### src/rtl/va_pkg.sv
package va_pkg;
  typedef enum logic [1:0] {
    ST_IDLE = 2'd0,
    ST_VI   = 2'd1,
    ST_GAIN = 2'd2
  } va_st_e;
endpackage

### src/rtl/va_gain_regs.sv
module va_gain_regs #(
  parameter int N_PH   = 3,
  parameter int GAIN_W = 24,
  parameter int DP_W   = 28,
  parameter int BUS_W  = 32,
  localparam int ADDR_W = (N_PH > 1) ? $clog2(N_PH + 1) : 1
) (
  input  logic                   clk_i,
  input  logic                   rst_ni,
  input  logic                   we_i,
  input  logic [ADDR_W-1:0]      addr_i,
  input  logic [BUS_W-1:0]       wdata_i,
  output logic [BUS_W-1:0]       rdata_o,
  output logic [N_PH*DP_W-1:0]   gain_o
);
  logic [N_PH-1:0][GAIN_W-1:0] gain_q;
  logic [N_PH-1:0][DP_W-1:0]   gain_ext;
  logic unused_wd;

  assign unused_wd = ^wdata_i[BUS_W-1:GAIN_W];

  for (genvar p = 0; p < N_PH; p++) begin : g_reg
    always_ff @(posedge clk_i or negedge rst_ni) begin
      if (!rst_ni)                              gain_q[p] <= '0;
      else if (we_i && addr_i == ADDR_W'(p))    gain_q[p] <= wdata_i[GAIN_W-1:0];
    end
    assign gain_ext[p] = {{(DP_W-GAIN_W){gain_q[p][GAIN_W-1]}}, gain_q[p]};
    assign gain_o[p*DP_W +: DP_W] = gain_ext[p];


    gain_wr_chk: assert property (@(posedge clk_i) disable iff (!rst_ni)
      we_i && addr_i == ADDR_W'(p) |=>
        gain_o[p*DP_W +: DP_W] == DP_W'($signed($past(wdata_i[GAIN_W-1:0]))));
  end

  always_comb begin
    rdata_o = '0;
    for (int p = 0; p < N_PH; p++)
      if (addr_i == ADDR_W'(p)) rdata_o = {{(BUS_W-DP_W){1'b0}}, gain_ext[p]};
  end


  gain_unmapped_chk: assert property (@(posedge clk_i) disable iff (!rst_ni)
    we_i && addr_i >= ADDR_W'(N_PH) |=> $stable(gain_o));
endmodule

### src/rtl/va_mul.sv
module va_mul #(
  parameter int A_W = 28,
  parameter int B_W = 25,
  localparam int P_W = A_W + B_W
) (
  input  logic [A_W-1:0] a_i,
  input  logic [B_W-1:0] b_i,
  output logic [P_W-1:0] p_o
);
  assign p_o = P_W'(a_i) * P_W'(b_i);
endmodule

### src/rtl/va_post.sv
module va_post #(
  parameter int RMS_W  = 24,
  parameter int DP_W   = 28,
  parameter int FRAC   = 23,
  parameter int PROD_W = 53,
  localparam int VI_SHIFT = 2*RMS_W - (DP_W-1)
) (
  input  logic [PROD_W-1:0] prod_i,
  input  logic              gain_step_i,
  output logic [DP_W-1:0]   res_o
);
  logic [PROD_W-1:0] scaled;
  logic [PROD_W-1:0] sat_max;
  logic              unused_lo;

  assign unused_lo = ^prod_i[VI_SHIFT-1:0];
  // floor: drop fractional bits
  assign scaled  = prod_i >> FRAC;
  assign sat_max = PROD_W'({1'b0, {(DP_W-1){1'b1}}});

  always_comb begin
    if (gain_step_i) res_o = (scaled > sat_max) ? sat_max[DP_W-1:0] : scaled[DP_W-1:0];
    else             res_o = prod_i[VI_SHIFT +: DP_W];
  end
endmodule

### src/rtl/va_seq.sv
module va_seq
  import va_pkg::*;
#(
  parameter int N_PH  = 3,
  parameter int RMS_W = 24,
  parameter int DP_W  = 28,
  parameter int FRAC  = 23,
  localparam int MA_W   = (RMS_W > DP_W) ? RMS_W : DP_W,
  localparam int MB_W   = (RMS_W > FRAC+2) ? RMS_W : FRAC+2,
  localparam int PROD_W = MA_W + MB_W,
  localparam int PH_W   = (N_PH > 1) ? $clog2(N_PH) : 1
) (
  input  logic                  clk_i,
  input  logic                  rst_ni,
  input  logic                  smp_valid_i,
  input  logic [N_PH*RMS_W-1:0] vrms_i,
  input  logic [N_PH*RMS_W-1:0] irms_i,
  input  logic [N_PH*DP_W-1:0]  gain_i,
  output logic [DP_W-1:0]       res_o,
  output logic [N_PH-1:0]       res_we_o
);
  va_st_e                       st_q;
  logic [PH_W-1:0]              ph_q;
  logic [N_PH-1:0][RMS_W-1:0]   v_sh, i_sh;
  logic [N_PH-1:0][DP_W-1:0]    g_sh;
  logic [DP_W-1:0]              base_q, factor, post_res;
  logic [MA_W-1:0]              op_a;
  logic [MB_W-1:0]              op_b;
  logic [PROD_W-1:0]            prod;
  logic                         accept, last_ph, gain_step, unused_fac;

  assign accept    = smp_valid_i && st_q == ST_IDLE;
  assign last_ph   = ph_q == PH_W'(N_PH-1);
  assign gain_step = st_q == ST_GAIN;

  always_ff @(posedge clk_i or negedge rst_ni) begin
    if (!rst_ni) begin
      st_q   <= ST_IDLE;
      ph_q   <= '0;
      base_q <= '0;
      g_sh   <= '0;
    end else begin
      unique case (st_q)
        ST_IDLE: if (accept) begin
          st_q <= ST_VI;
          ph_q <= '0;
          g_sh <= gain_i;
        end
        ST_VI: begin
          base_q <= post_res;
          st_q   <= ST_GAIN;
        end
        ST_GAIN: begin
          if (last_ph) st_q <= ST_IDLE;
          else begin
            st_q <= ST_VI;
            ph_q <= ph_q + 1'b1;
          end
        end
        default: st_q <= ST_IDLE;
      endcase
    end
  end

  for (genvar p = 0; p < N_PH; p++) begin : g_cap
    always_ff @(posedge clk_i or negedge rst_ni) begin
      if (!rst_ni) begin
        v_sh[p] <= '0;
        i_sh[p] <= '0;
      end else if (accept) begin
        v_sh[p] <= vrms_i[p*RMS_W +: RMS_W];
        i_sh[p] <= irms_i[p*RMS_W +: RMS_W];
      end
    end
    assign res_we_o[p] = gain_step && ph_q == PH_W'(p);
  end

  // 1 + g, always in [0, 2^(FRAC+1))
  assign factor     = g_sh[ph_q] + DP_W'(1 << FRAC);
  assign unused_fac = ^factor[DP_W-1:MB_W];

  always_comb begin
    if (gain_step) begin
      op_a = MA_W'(base_q);
      op_b = factor[MB_W-1:0];
    end else begin
      op_a = MA_W'(v_sh[ph_q]);
      op_b = MB_W'(i_sh[ph_q]);
    end
  end

  va_mul #(.A_W(MA_W), .B_W(MB_W)) mul_i (
    .a_i(op_a), .b_i(op_b), .p_o(prod)
  );

  va_post #(.RMS_W(RMS_W), .DP_W(DP_W), .FRAC(FRAC), .PROD_W(PROD_W)) post_i (
    .prod_i(prod), .gain_step_i(gain_step), .res_o(post_res)
  );

  assign res_o = post_res;


  busy_ignore_chk: assert property (@(posedge clk_i) disable iff (!rst_ni)
    st_q != ST_IDLE && smp_valid_i |=> !(st_q == ST_VI && ph_q == '0));


  gain_snap_chk: assert property (@(posedge clk_i) disable iff (!rst_ni)
    st_q != ST_IDLE |=> $stable(g_sh));


  res_we_onehot_chk: assert property (@(posedge clk_i) disable iff (!rst_ni)
    $onehot0(res_we_o));
endmodule

### src/rtl/phase_va_gain.sv
module phase_va_gain #(
  parameter int N_PH   = 3,
  parameter int RMS_W  = 24,
  parameter int DP_W   = 28,
  parameter int GAIN_W = 24,
  parameter int BUS_W  = 32,
  localparam int FRAC   = GAIN_W - 1,
  localparam int ADDR_W = (N_PH > 1) ? $clog2(N_PH + 1) : 1
) (
  input  logic                  clk_i,
  input  logic                  rst_ni,
  input  logic                  smp_valid_i,
  input  logic [N_PH*RMS_W-1:0] vrms_i,
  input  logic [N_PH*RMS_W-1:0] irms_i,
  input  logic                  reg_we_i,
  input  logic [ADDR_W-1:0]     reg_addr_i,
  input  logic [BUS_W-1:0]      reg_wdata_i,
  output logic [BUS_W-1:0]      reg_rdata_o,
  output logic [N_PH*DP_W-1:0]  va_o,
  output logic [N_PH-1:0]       va_valid_o
);
  logic [N_PH*DP_W-1:0] gain;
  logic [DP_W-1:0]      res;
  logic [N_PH-1:0]      res_we;

  va_gain_regs #(.N_PH(N_PH), .GAIN_W(GAIN_W), .DP_W(DP_W), .BUS_W(BUS_W)) regs_i (
    .clk_i, .rst_ni,
    .we_i(reg_we_i), .addr_i(reg_addr_i), .wdata_i(reg_wdata_i),
    .rdata_o(reg_rdata_o), .gain_o(gain)
  );

  va_seq #(.N_PH(N_PH), .RMS_W(RMS_W), .DP_W(DP_W), .FRAC(FRAC)) seq_i (
    .clk_i, .rst_ni,
    .smp_valid_i, .vrms_i, .irms_i,
    .gain_i(gain), .res_o(res), .res_we_o(res_we)
  );

  for (genvar p = 0; p < N_PH; p++) begin : g_out
    always_ff @(posedge clk_i or negedge rst_ni) begin
      if (!rst_ni) begin
        va_o[p*DP_W +: DP_W] <= '0;
        va_valid_o[p]        <= 1'b0;
      end else begin
        va_valid_o[p] <= res_we[p];
        if (res_we[p]) va_o[p*DP_W +: DP_W] <= res;
      end
    end


    va_hold_chk: assert property (@(posedge clk_i) disable iff (!rst_ni)
      !va_valid_o[p] |-> $stable(va_o[p*DP_W +: DP_W]));


    va_no_sign_chk: assert property (@(posedge clk_i) disable iff (!rst_ni)
      !va_o[p*DP_W + DP_W - 1]);

    if (p < N_PH - 1) begin : g_ord

      va_order_chk: assert property (@(posedge clk_i) disable iff (!rst_ni)
        va_valid_o[p] |=> ##1 va_valid_o[p+1]);
    end
  end


  va_valid_onehot_chk: assert property (@(posedge clk_i) disable iff (!rst_ni)
    $onehot0(va_valid_o));
endmodule

### config.mk
export PLATFORM = sky130hd
export DESIGN_NAME = phase_va_gain
export DESIGN_NICKNAME = d
export VERILOG_FILES = /design/src/rtl/va_pkg.sv /design/src/rtl/va_gain_regs.sv /design/src/rtl/va_mul.sv /design/src/rtl/va_post.sv /design/src/rtl/va_seq.sv /design/src/rtl/phase_va_gain.sv
export SDC_FILE = /design/constraint.sdc
export NUM_CORES = 2
export LEC_CHECK = 0
export ABC_CLOCK_PERIOD_IN_PS = 18150
export BUFFER_PORTS_ARGS = -buffer_cell sky130_fd_sc_hd__buf_2
export CAP_MARGIN = 30
export CORE_MARGIN = 1.5
export CORE_UTILIZATION = 25
export CTS_CLUSTER_DIAMETER = 80
export DETAILED_ROUTE_END_ITERATION = 6
export GPL_TIMING_DRIVEN = 1
export PLACE_DENSITY = 0.4
export SLEW_MARGIN = 30
export SYNTH_ARGS = -nofsm -noshare
export SYNTH_HDL_FRONTEND = slang
export SYNTH_SLANG_ARGS = --single-unit
### constraint.sdc
create_clock -name clk_i -period 18.15 [get_ports clk_i]
set_input_delay 0.9075 -clock clk_i [delete_from_list [all_inputs] [get_ports clk_i]]
set_output_delay 0.9075 -clock clk_i [all_outputs]
set_load 0.01 [all_outputs]
; Yosys cells after proc, flatten, opt, wreduce, memory -nomap -nowiden
; Index checks and enable logic that the tools add are counted.
[classes]
addsub = 2
mul = 1
magnitude_cmp = 2
n_eq_ne = 8
mux = 19
n_reduce_logical = 13
[op_table]
columns = op, n
row1 = 2-to-1 mux 28 bit, 6
row2 = binary-select mux 24 bit (select 2 bit), 2
row3 = binary-select mux 28 bit (select 2 bit), 1
row4 = multiplier 28 x 25 -> 53 bit, 1
row5 = 2-to-1 mux 25 bit, 2
row6 = 2-to-1 mux 24 bit, 2
row7 = > comparator 30 x 27 -> 1 bit (second input constant), 1
row8 = adder 25 x 24 -> 25 bit (second input constant), 1
row9 = logical AND 1 bit, 7
row10 = == test 2 x 1 -> 1 bit (second input constant), 3
row11 = == test 2 bit (second input constant), 3
row12 = logical NOT 2 bit, 3
row13 = 2-to-1 mux 2 bit, 3
row14 = one-hot mux 2 bit (3 select lines), 1
row15 = one-hot mux 2 bit (2 select lines), 1
row16 = < comparator 2 x 3 -> 1 bit (second input constant), 1
row17 = AND reduction 3 bit, 1
row18 = adder 2 x 1 -> 2 bit (second input constant), 1
row19 = inequality test 2 x 1 -> 1 bit (second input constant), 1
row20 = inequality test 2 bit (second input constant), 1
row21 = AND reduction 2 bit, 1
row22 = nonzero test 2 bit, 1
row23 = 2-to-1 mux 1 bit, 1
[totals]
regBits = 407
input_bits = 182
output_inout_bits = 119
wordCells = 66

; Longest topological paths before layout
[logic_depth]
depth_word = 8
depth_mapped = 34

; Hierarchy
; Synthesis repeated with hierarchy kept, for this count alone.
[hier_totals]
cells_unflattened = 3907
area_unflattened_um2 = 41508.6
[modules_own_cells]
columns = mod, n_inst, cells_per_inst, area_each_um2, seq_area_each_um2
row1 = va_mul, 1, 2600, 22843.2, 0.0
row2 = va_seq, 1, 804, 11349.6, 6281.0
row3 = phase_va_gain, 1, 180, 3502.1, 2177.1
row4 = va_gain_regs, 1, 232, 3370.7, 1801.7
row5 = va_post, 1, 91, 442.9, 0.0

; Least setup slack after synthesis
; Ideal clock, no wire load.
[synth_path]
path_kind = flip-flop to flip-flop
from = reg seq_i.ph_q[0]
to = reg va_o[22]
arrival_ns = 8.451
setup_slack_ns = 9.554
stages_incl_launch_ff = 31
synth_period_minus_slack_ns = 8.596
cell_sequence = dfrtp_1 > buf_2 > buf_1 > clkbuf_1 > mux2_2 > a221o_1 > o21ai_0 > clkbuf_1 > nor2_1 > fa_1 > fa_1 > inv_1 > fa_1 > fa_1 > fa_1 > inv_1 > fa_1 > inv_1 > fa_1 > inv_1 > ha_1 > a21oi_1 > o211ai_1 > a21boi_0 > o22ai_1 > a31o_1 > a31o_1 > xor2_1 > nor4_4 > buf_6 > a31oi_1
[synth_between]
elab_chain_cells = 8
[synth_rtl]
columns = item, line
row1 = "start, declared", va_seq.sv:23  ; logic [PH_W-1:0] ph_q;
row2 = "start signal, assigned", va_seq.sv:57  ; ph_q <= ph_q + 1'b1;
row3 = binary-select mux 28 bit (select 2 bit), va_seq.sv:79  ; assign factor = g_sh[ph_q] + DP_W'(1 << FRAC);
row4 = 2-to-1 mux 25 bit (implied by the code), va_seq.sv:79
row5 = adder 25 x 24 -> 25 bit, va_seq.sv:79
row6 = 2-to-1 mux 25 bit, va_seq.sv:83  ; if (gain_step) begin
row7 = multiplier 28 x 25 -> 53 bit, va_mul.sv:10  ; assign p_o = P_W'(a_i) * P_W'(b_i);
row8 = > comparator 30 x 27 -> 1 bit, va_post.sv:22  ; if (gain_step_i) res_o = (scaled > sat_max) ? sat_max[DP_W-1:0] : scaled[DP_W-1:0];
row9 = 2-to-1 mux 28 bit (2 in a row), va_post.sv:22
row10 = "end signal, assigned by index", phase_va_gain.sv:45  ; if (res_we[p]) va_o[p*DP_W +: DP_W] <= res;
row11 = "end, declared", phase_va_gain.sv:19  ; output logic [N_PH*DP_W-1:0] va_o,
; Several ways; a longest one is shown, not always the timed one. The select of a mux whose other input is x is not followed.
; A chain may end at the register's enable or synchronous reset.

; Final worst setup path
[layout_path]
from = reg seq_i.st_q[0]
to = reg va_o[35]
[layout_between]
elab_chain_cells = 6
[layout_rtl]
columns = item, line
row1 = "start, declared", va_seq.sv:22  ; va_st_e st_q;
row2 = "start signal, assigned", va_seq.sv:38  ; st_q <= ST_IDLE;
row3 = "start signal, assigned", va_seq.sv:45  ; st_q <= ST_VI;
row4 = "start signal, assigned", va_seq.sv:51  ; st_q <= ST_GAIN;
row5 = == test 2 bit *, va_seq.sv:34  ; assign gain_step = st_q == ST_GAIN;
row6 = 2-to-1 mux 28 bit or 2-to-1 mux 25 bit (tied branches), va_seq.sv:83
row7 = multiplier 28 x 25 -> 53 bit, va_mul.sv:10
row8 = > comparator 30 x 27 -> 1 bit, va_post.sv:22
row9 = 2-to-1 mux 28 bit (2 in a row), va_post.sv:22
; Mark *: on every way between the ends. The rest lies on a longest branch, timed or not.

==> impl_metrics.env <==
export IMPL_synth_area_per_cell_um2=9.98
export IMPL_grt_total_usage_pct=17.7
export IMPL_gp_congestion=0.830
export IMPL_rsz0062_at_grt="no"
export IMPL_status="complete, no violations"
export IMPL_area_delta_synth_final_pct=14.6
export IMPL_tns_ps=0
export IMPL_crit_family="adder cells"
export IMPL_die_area_mm2=0.161
export IMPL_io_pins=301
export IMPL_drv_slew=0
export IMPL_post_dp_cell_area_mm2=0.0436
export IMPL_drt_iter0_markers=1579
export IMPL_crit_fanout=81
export IMPL_grt_pass1_vias=31100
export IMPL_synth_compound_area_share_pct=6.96
export IMPL_synth_edf_count=0
export IMPL_cts_max_path_buffers=3
export IMPL_worst_pin_slew_ps=1030
export IMPL_crit_end="va_o[35]"
export IMPL_synth_cell_types=74
export IMPL_ctsHoldBuffers=0
export IMPL_cts_max_level=2
export IMPL_cts_setup_buffers=0
export IMPL_cts_resized=0
export IMPL_yosysTopAreaCell="fa_1"
export IMPL_stdcell_area_mm2=0.0454
export IMPL_drv_cap=0
export IMPL_drt_pass1_iter_count=5
export IMPL_synthArstFlopShare_pct=100
export IMPL_viasPerCell=4.56
export IMPL_clk_pin_slew_ps=60
export IMPL_crit_arrival_ps=11230
export IMPL_antenna_found_initial=29
export IMPL_cp_startpoint="seq_i.st_q[0]"
export IMPL_cp_start_kind="flip-flop"
export IMPL_critPathKind="reg2reg"
export IMPL_rows=145
export IMPL_min_period_over_period_pct=59.3
export IMPL_ctsRootBufferMaster="clkbuf_16"
export IMPL_yosys_area_top_type_share_pct=28.8
export IMPL_hold_viol_final=0
export IMPL_io_buffers=288
export IMPL_nFillCells=16700
export IMPL_crit_required_ps=18610
export IMPL_start_util_pct=25.2
export IMPL_cp_depth=28
export IMPL_slowest_stage="buf_4"
export IMPL_wire_per_inst_um=22.4
export IMPL_muxShareOfSynthArea_pct=11.2
export IMPL_min_path_type="in2async"
export IMPL_layout_nets=5125
export IMPL_synthXorXnorAreaFrac_pct=0.664
export IMPL_drcViolationCount=0
export IMPL_synth_adder_area_share_pct=35.5
export IMPL_synth_top_family_by_area="adder cells"
export IMPL_synthFlopType="dfrtp_1"
export IMPL_ys_warn_count=0
export IMPL_skew_ps=36.6
export IMPL_cts_tree="built"
export IMPL_yosysSeqAreaShare_pct=25.7
export IMPL_r2r_start="seq_i.st_q[0]"
export IMPL_layout_drive_gt1_share_pct=20.4
export IMPL_fin_crit_ps=10770
export IMPL_relSlewSlack_pct=30.9
export IMPL_max_freq_mhz=92.8
export IMPL_syn_instance_count=3965
export IMPL_grt_first_pass_wirelength_mm=211
export IMPL_rr_worst_depth=28
export IMPL_grt_ovfl_total=0
export IMPL_yosysMostFrequentCell="inv_1"
export IMPL_dr_total_vias=28600
export IMPL_cp_end_kind="flip-flop"
export IMPL_clock_insertion_delay_worst_skew_ps=640
export IMPL_regArea_mm2=0.0102
export IMPL_yosys_top_cells_count="inv_1, fa_1, nor2_1"
export IMPL_cpMostUsedCell="fa_1"
export IMPL_cp_num_buf_inv=7
export IMPL_cpPeakStageDelay_ps=740
export IMPL_die_w_um=401
export IMPL_r2r_slack_ps=7380
export IMPL_wirelength_mm=141
export IMPL_dpl_hpwl_mm=105
export IMPL_postRouteAntennaNets=0
export IMPL_grt_max_degree=158
export IMPL_numCtsBuffers=52
export IMPL_r2r_end="va_o[35]"
export IMPL_core_area_mm2=0.157
export IMPL_synth_seq_cells=407
export IMPL_synth_area_mm2=0.0396
export IMPL_cts_sinks=407
export IMPL_yosys_area_share_simple_pct=10.9
export IMPL_synthTopCellsByArea="fa_1, dfrtp_1, mux2_2"
export IMPL_setup_viol=0
export IMPL_multi_input_area_mm2=0.0261
export IMPL_die_y_um=401
## metrics by stage
step                instances  setup slack (ps)  utilization (%)  hold WS, ps
floorplan                3968              9550                -          467
global placement         6165              7300             27.7          478
detailed placement       6166              7200             27.8          487
CTS                      6261              7200             28.9          255
global route             6265              6780             28.9          256
finish                   6269              7380             28.9          216
## cell type report
type | instances | area share, %
Timing Repair Buffer | 370 | 4.65
Clock buffer | 80 | 3.45
Multi-Input combinational cell | 2639 | 57.6
Clock inverter | 15 | 0.337
Sequential cell | 407 | 22.5
Antenna cell | 7 | 0.0386
Inverter | 693 | 5.74
Tap cell | 2058 | 5.68
## worst reg2reg max path: cells and delay by family, from the launching register on
family | cells | cell delay [ps]
fa+ha+maj | 8 | 4050
flops | 1 | 470
xor+xnor | 1 | 220
simple gates | 5 | 1430
compound gates | 7 | 2520
buf+inv | 7 | 1940
## worst min path at each step
stage	start	to	slack, ps	depth (start not counted)
3_5_place_dp	va_o[27]	va_o[27]	490	1
2_1_floorplan	seq_i.base_q[10]	seq_i.base_q[10]	470	2
5_1_grt	rst_ni	seq_i.i_sh[10]	260	1
3_3_place_gp	va_o[27]	va_o[27]	480	1
4_1_cts	rst_ni	seq_i.i_sh[10]	260	1
6_report	rst_ni	seq_i.i_sh[10]	220	1
## flip-flops by register name (all words and copies together), names as in the netlist
name / cells
seq_i.ph_q: 2
va_o: 84
seq_i.st_q: 2
seq_i.i_sh: 72
seq_i.base_q: 28
regs_i.gain_o: 72
seq_i.v_sh: 72
va_valid_o: 3
seq_i.g_sh: 72
## routing by layer
| metal | part of all wire (%) | vias to the layer above | GRT usage, % |
|---|---|---|---|
| li1 | - | 12900 | - |
| met1 | 44 | 15000 | 23.2 |
| met2 | 49 | 599 | 30.8 |
| met3 | 4.7 | 142 | 2.40 |
| met4 | 2.2 | 4 | 3.73 |
| met5 | 0.018 | - | 0 |
## cells in the final DEF, fill, tap and decap left out, types with 12 or more instances in the layout
master and count:
inv_1 691, fa_1 569, nor2_1 426, dfrtp_1 406, nand2_1 398, mux2_2 311, buf_2 287, ha_1 211
a31oi_1 86, o21ai_0 79, buf_4 75, a21oi_1 69, clkbuf_16 52, and2_1 46, mux2i_1 42, nand2b_1 40
o21ai_1 30, o21a_1 29, a221o_1 24, mux4_2 21, nor2b_1 18, o21ai_2 17, nor3_1 17, a21o_1 17
clkbuf_8 16, nand4_1 15, clkbuf_1 12
## kinds of logic after synthesis
logic type,Yosys count
XOR/XNOR,30
flip-flops,407
AO/OA/AOI/OAI,430
multiplexers,378
buffers and inverters,922
adder cells (fa/ha/maj),780
other,1
AND/OR/NAND/NOR,1017
Power is not shown: default switching activity piles up to over one toggle a cycle in this logic, so the estimate is an artifact.
